==> config.mk <==
export PLATFORM = sky130hd
export DESIGN_NAME = mem_fetch_store_unit
export DESIGN_NICKNAME = d
export VERILOG_FILES = /design/src/rtl/mfs_pkg.sv /design/src/rtl/mfs_sequencer.sv /design/src/rtl/mfs_addr_data_regs.sv /design/src/rtl/mfs_cell_array.sv /design/src/rtl/mem_fetch_store_unit.sv
export SDC_FILE = /design/constraint.sdc
export NUM_CORES = 1
export LEC_CHECK = 0
export BUFFER_PORTS_ARGS = -buffer_cell sky130_fd_sc_hd__buf_2
export CORE_MARGIN = 2
export CORE_UTILIZATION = 30
export DETAILED_ROUTE_END_ITERATION = 8
export GPL_TIMING_DRIVEN = 1
export RECOVER_POWER = 50
export SLEW_MARGIN = 5
export SYNTH_ARGS = -nofsm -noshare
export SYNTH_HDL_FRONTEND = slang
export SYNTH_HIERARCHICAL = 1
export SYNTH_SLANG_ARGS = --single-unit
==> constraint.sdc <==
create_clock -name clk -period 2.7 [get_ports clk]
set_input_delay 0.405 -clock clk [delete_from_list [all_inputs] [get_ports clk]]
set_output_delay 0.405 -clock clk [all_outputs]
set_load 0.01 [all_outputs]
==> src/rtl/mfs_pkg.sv <==
package mfs_pkg;

  typedef enum logic [1:0] {
    ST_IDLE   = 2'd0,
    ST_ACCESS = 2'd1,
    ST_FINISH = 2'd2
  } seq_state_t;

  typedef enum logic {
    OP_FETCH = 1'b0,
    OP_STORE = 1'b1
  } mem_op_t;

  // Store has priority when both strobes are raised together.
  function automatic mem_op_t pick_op(input logic fetch, input logic store);
    return store ? OP_STORE : OP_FETCH;
  endfunction

endpackage

==> src/rtl/mfs_sequencer.sv <==
module mfs_sequencer
  import mfs_pkg::*;
(
  input  logic clk,
  input  logic rst_n,
  input  logic fetch_i,
  input  logic store_i,
  output logic accept_o,
  output logic load_wdata_o,
  output logic rd_fire_o,
  output logic wr_fire_o,
  output logic busy_o,
  output logic done_o
);

  seq_state_t state_q;
  mem_op_t    op_q;
  mem_op_t    op_new;

  assign op_new       = pick_op(fetch_i, store_i);
  assign accept_o     = (state_q == ST_IDLE) && (fetch_i || store_i);
  assign load_wdata_o = accept_o && (op_new == OP_STORE);

  always_ff @(posedge clk or negedge rst_n) begin
    if (!rst_n) begin
      state_q <= ST_IDLE;
      op_q    <= OP_FETCH;
    end else begin
      case (state_q)
        ST_IDLE: begin
          if (accept_o) begin
            state_q <= ST_ACCESS;
            op_q    <= op_new;
          end
        end
        ST_ACCESS: state_q <= ST_FINISH;
        ST_FINISH: state_q <= ST_IDLE;
        default:   state_q <= ST_IDLE;
      endcase
    end
  end

  assign rd_fire_o = (state_q == ST_ACCESS) && (op_q == OP_FETCH);
  assign wr_fire_o = (state_q == ST_ACCESS) && (op_q == OP_STORE);
  assign busy_o    = (state_q != ST_IDLE);
  assign done_o    = (state_q == ST_FINISH);

endmodule

==> src/rtl/mfs_addr_data_regs.sv <==
module mfs_addr_data_regs #(
  parameter int ADDR_W = 6,
  parameter int DATA_W = 8
) (
  input  logic              clk,
  input  logic              rst_n,
  input  logic              load_addr_i,
  input  logic [ADDR_W-1:0] addr_i,
  input  logic              load_wdata_i,
  input  logic [DATA_W-1:0] wdata_i,
  input  logic              load_cell_i,
  input  logic [DATA_W-1:0] cell_i,
  output logic [ADDR_W-1:0] mar_o,
  output logic [DATA_W-1:0] mdr_o
);

  logic [ADDR_W-1:0] mar_q;
  logic [DATA_W-1:0] mdr_q;

  always_ff @(posedge clk or negedge rst_n) begin
    if (!rst_n) begin
      mar_q <= '0;
    end else if (load_addr_i) begin
      mar_q <= addr_i;
    end
  end

  always_ff @(posedge clk or negedge rst_n) begin
    if (!rst_n) begin
      mdr_q <= '0;
    end else if (load_wdata_i) begin
      mdr_q <= wdata_i;
    end else if (load_cell_i) begin
      mdr_q <= cell_i;
    end
  end

  assign mar_o = mar_q;
  assign mdr_o = mdr_q;

endmodule

==> src/rtl/mfs_cell_array.sv <==
module mfs_cell_array #(
  parameter int ADDR_W = 6,
  parameter int DATA_W = 8
) (
  input  logic              clk,
  input  logic [ADDR_W-1:0] sel_addr_i,
  input  logic              wr_en_i,
  input  logic [DATA_W-1:0] wr_data_i,
  output logic [DATA_W-1:0] rd_data_o
);

  localparam int DEPTH = 1 << ADDR_W;

  function automatic logic [DEPTH-1:0] decode_row(input logic [ADDR_W-1:0] a);
    logic [DEPTH-1:0] r;
    r    = '0;
    r[a] = 1'b1;
    return r;
  endfunction

  logic [DEPTH-1:0]  row_sel;
  logic [DATA_W-1:0] cell_bus [DEPTH];

  assign row_sel = decode_row(sel_addr_i);

  for (genvar g = 0; g < DEPTH; g++) begin : g_cell
    logic [DATA_W-1:0] cell_q;
    always_ff @(posedge clk) begin
      if (wr_en_i && row_sel[g]) begin
        cell_q <= wr_data_i;
      end
    end
    assign cell_bus[g] = cell_q;
  end

  assign rd_data_o = cell_bus[sel_addr_i];

endmodule

==> src/rtl/mem_fetch_store_unit.sv <==
module mem_fetch_store_unit #(
  parameter int ADDR_W = 6,
  parameter int DATA_W = 8
) (
  input  logic              clk,
  input  logic              rst_n,
  input  logic [ADDR_W-1:0] addr_i,
  input  logic [DATA_W-1:0] wdata_i,
  input  logic              fetch_i,
  input  logic              store_i,
  output logic [DATA_W-1:0] rdata_o,
  output logic              done_o
);

  // Named internal events, brought out for the checker.
  logic              accept_w;
  logic              load_wdata_w;
  logic              rd_fire_w;
  logic              wr_fire_w;
  logic              busy_w;
  logic [ADDR_W-1:0] mar_w;
  logic [DATA_W-1:0] mdr_w;
  logic [DATA_W-1:0] cell_rd_w;

  mfs_sequencer u_seq (
    .clk          (clk),
    .rst_n        (rst_n),
    .fetch_i      (fetch_i),
    .store_i      (store_i),
    .accept_o     (accept_w),
    .load_wdata_o (load_wdata_w),
    .rd_fire_o    (rd_fire_w),
    .wr_fire_o    (wr_fire_w),
    .busy_o       (busy_w),
    .done_o       (done_o)
  );

  mfs_addr_data_regs #(.ADDR_W(ADDR_W), .DATA_W(DATA_W)) u_regs (
    .clk          (clk),
    .rst_n        (rst_n),
    .load_addr_i  (accept_w),
    .addr_i       (addr_i),
    .load_wdata_i (load_wdata_w),
    .wdata_i      (wdata_i),
    .load_cell_i  (rd_fire_w),
    .cell_i       (cell_rd_w),
    .mar_o        (mar_w),
    .mdr_o        (mdr_w)
  );

  mfs_cell_array #(.ADDR_W(ADDR_W), .DATA_W(DATA_W)) u_array (
    .clk        (clk),
    .sel_addr_i (mar_w),
    .wr_en_i    (wr_fire_w),
    .wr_data_i  (mdr_w),
    .rd_data_o  (cell_rd_w)
  );

  assign rdata_o = mdr_w;

endmodule

==> metrics <==
status finished with violations; failing checks setup timing; HPWL Detailed approximately 42000 um; Filler cells between 6000 and 7000; routed vias around 13000; reg-to-reg endpoint u_regs/mdr_o[1]; RSZ-0062 raised after global routing true; largest net degree at the start of global routing between 40 and 50; CTS buffer count 53; vias per cell around 5.4; Critical Path RT roughly 3.2 ns; kind of critical path reg2reg; Pre-antenna DRT Iters 6; maximum clock path buffer count 3; setup ws final -0.0338 ns; minimum clock period 2.73 ns; CTS Sinks 529; area of the multi-input gates 4920 um2; CP delay by family, top compound AO/OA/AOI/OAI gates; slowest stage cell, crit path dfrtp_2; maxcap violations 0; crit path max fanout 10; Hold Crit Endpoint u_regs/mdr_o[0]; Min-Delay Path Class in2reg; NumNets Final approximately 1500; NetSw approximately 11000 uW; H-tree depth 2; FP Rows 96; number of setup violations in the final report 4; DIE WIDTH approximately 270 um; Final GP Congestion about 0.95; met2 WL post-DR roughly 30000 um; initial core utilization between 30% and 40%; worst skew pair latency approximately 0.6 ns; DR WL/cell between 20 and 30 um; Seq pwr share a little over a third; final hold vios 0; CP peak stage delay between 0.4 and 0.5 ns; Slew Limit Fails 0; CTS tree yes; critical path data arrival time between 3 and 4 ns; cell mode on critical path buf_4; Initial DRC Count 1773; Yosys warnings 6; worst path cell trace buf_4, clkinvlp_4, buf_6, a221o_1, a22oi_2, buf_4, o22a_1, nand4_1, mux2i_1, o21ai_1; Max Used Layer met4; initial antenna violation count 2; Die Height between 200 and 300 um; port buffer count 26; Int Power approximately 20000 uW; Cells after Synth roughly 1300; total core area about 69000 um2; power per cell area ~1200 nW/um2; all-layer global routing usage 17.5%; register-to-register setup slack -0.03 ns; relative max-transition margin ~25%; Die Area slightly above 70000 um2; GR Overflow Total 0; LEAKAGE 0.00876 uW; DRC viols 0; Worst Reg-to-Reg Cells 10; CP startpoint kind flip-flop; Metal-1 WL about 26000 um; register area between 15000 and 20000 um2; Hold Crit Depth 3; Max Freq about 370 MHz; Worst Tran Pin Value 1.13 ns; Final Cycle Share 101%; Area Growth Syn to Fin 25.9%; Post-Syn Area between 20000 and 25000 um2; share of layout cells above drive strength 1 between 30% and 40%; vias in the first global route around 13000; Syn Area/Cell approximately 16 um2; switching share of power 36.3%; hold_sp wdata_i[0]; CP Capture Type flip-flop; Setup Skew about 0.011 ns; Bufs and invs on worst path 4; fin util around two fifths; crit path launch u_regs/mar_o[0]; setup_tns -0.0655 ns; WL final roughly 64000 um; clk slew on worst S/H paths 0.06 ns; FF-to-FF Start u_regs/mar_o[0]; root buffer cell clkbuf_16; syn_nets between 1000 and 1500; proportion of power drawn by the clock network 23.1%; Antenna Violating Nets Remaining 0; io pins 27; first-pass GRT wire length a little over 90000 um; Max VDD drop 0.000670 V; combinational share of power between 40 and 50%; Met3 Routed Length around 6000 um
[stage by stage]
stage / instance area [um2] / power [uW] / hold WS [ns] / setup WS [ns] / instances
global placement: 23700 / 21800 / 0.378 / -0.198 / 2364
detailed placement: 23700 / 21900 / 0.381 / -0.226 / 2364
global route: 26200 / 31600 / 0.0465 / -0.143 / 2487
finish: 26200 / 30600 / 0.0340 / -0.0338 / 2487
CTS: 25500 / 29300 / 0.0232 / -0.0341 / 2466
floorplan: 20800 / 16200 / 0.109 / 0.326 / 1260
[what timing repair did]
item | CTS | global route
resized for setup | 38 | 86
setup buffers | 7 | 15
hold buffers | 1 | 0
endpoints found under the hold margin | 17 | 0
cloned | 0 | 6
pin swaps | 5 | 20
endpoints found under the setup margin | 8 | 8
[flip-flops by register name, summed over array words and instances, names as in the netlist]
| register | flops |
|---|---|
| u_array/g_cell.cell_q | 512 |
| u_regs/mdr_o | 8 |
| u_seq/op_q | 1 |
| u_seq/state_q | 2 |
| u_regs/mar_o | 6 |
[tightest hold or removal path, stage by stage]
cell     delay [ns]
buf_2          0.08
nand2_1        0.05
o21ai_1        0.06
[worst max-delay path by stage]
stage                                               to  slack [ns]  cells after the start
final                                  u_regs/mdr_o[1]       -0.03                     10
after global placement                 u_regs/mdr_o[3]       -0.20                     11
after CTS                              u_regs/mdr_o[1]       -0.03                     10
after detailed placement               u_regs/mdr_o[3]       -0.23                      9
after global routing                   u_regs/mdr_o[1]       -0.14                     10
after floorplan           u_array/g_cell[13].cell_q[0]        0.33                      7
[placed cells by master (no fill, tap or decap), types with 15 or more instances in the layout]
cell	n
buf_12	21
nor2_1	102
a22o_1	17
a221oi_1	44
buf_6	17
edfxtp_1	512
o22ai_1	18
o21ai_0	28
buf_2	25
a221oi_2	25
mux2i_1	39
mux2_2	41
a22oi_1	65
a21oi_1	31
clkbuf_16	61
clkinv_1	15
buf_4	223
o21ai_1	22
nand2_1	39
[layer usage]
layer | GRT usage, % | up-vias
met2 | 27.4 | 749
met3 | 3.25 | 123
li1 | - | 5635
met1 | 24.3 | 6845
met4 | 6.18 | 0
met5 | 0 | -
[area by class of cell]
type                       instances  area share, %
multi-input combinational        632           18.8
clock inverter                    28          0.870
clock buffer                      67           5.43
sequential                       529           60.4
tap                              931           4.45
inverter                           3         0.0574
antenna                            1        0.00956
timing repair buffer             296           9.95
[power by group through the flow]
stage / combinational (uW) / sequential [uW] / clock [uW]
floorplan: 4950 / 11300 / 0
CTS: 11100 / 11100 / 7190
detailed placement: 10700 / 11300 / 0
global placement: 10600 / 11300 / 0
global route: 13000 / 11100 / 7520
finish: 12500 / 11100 / 7070
Note: power is estimated with default switching activity, not from simulation.
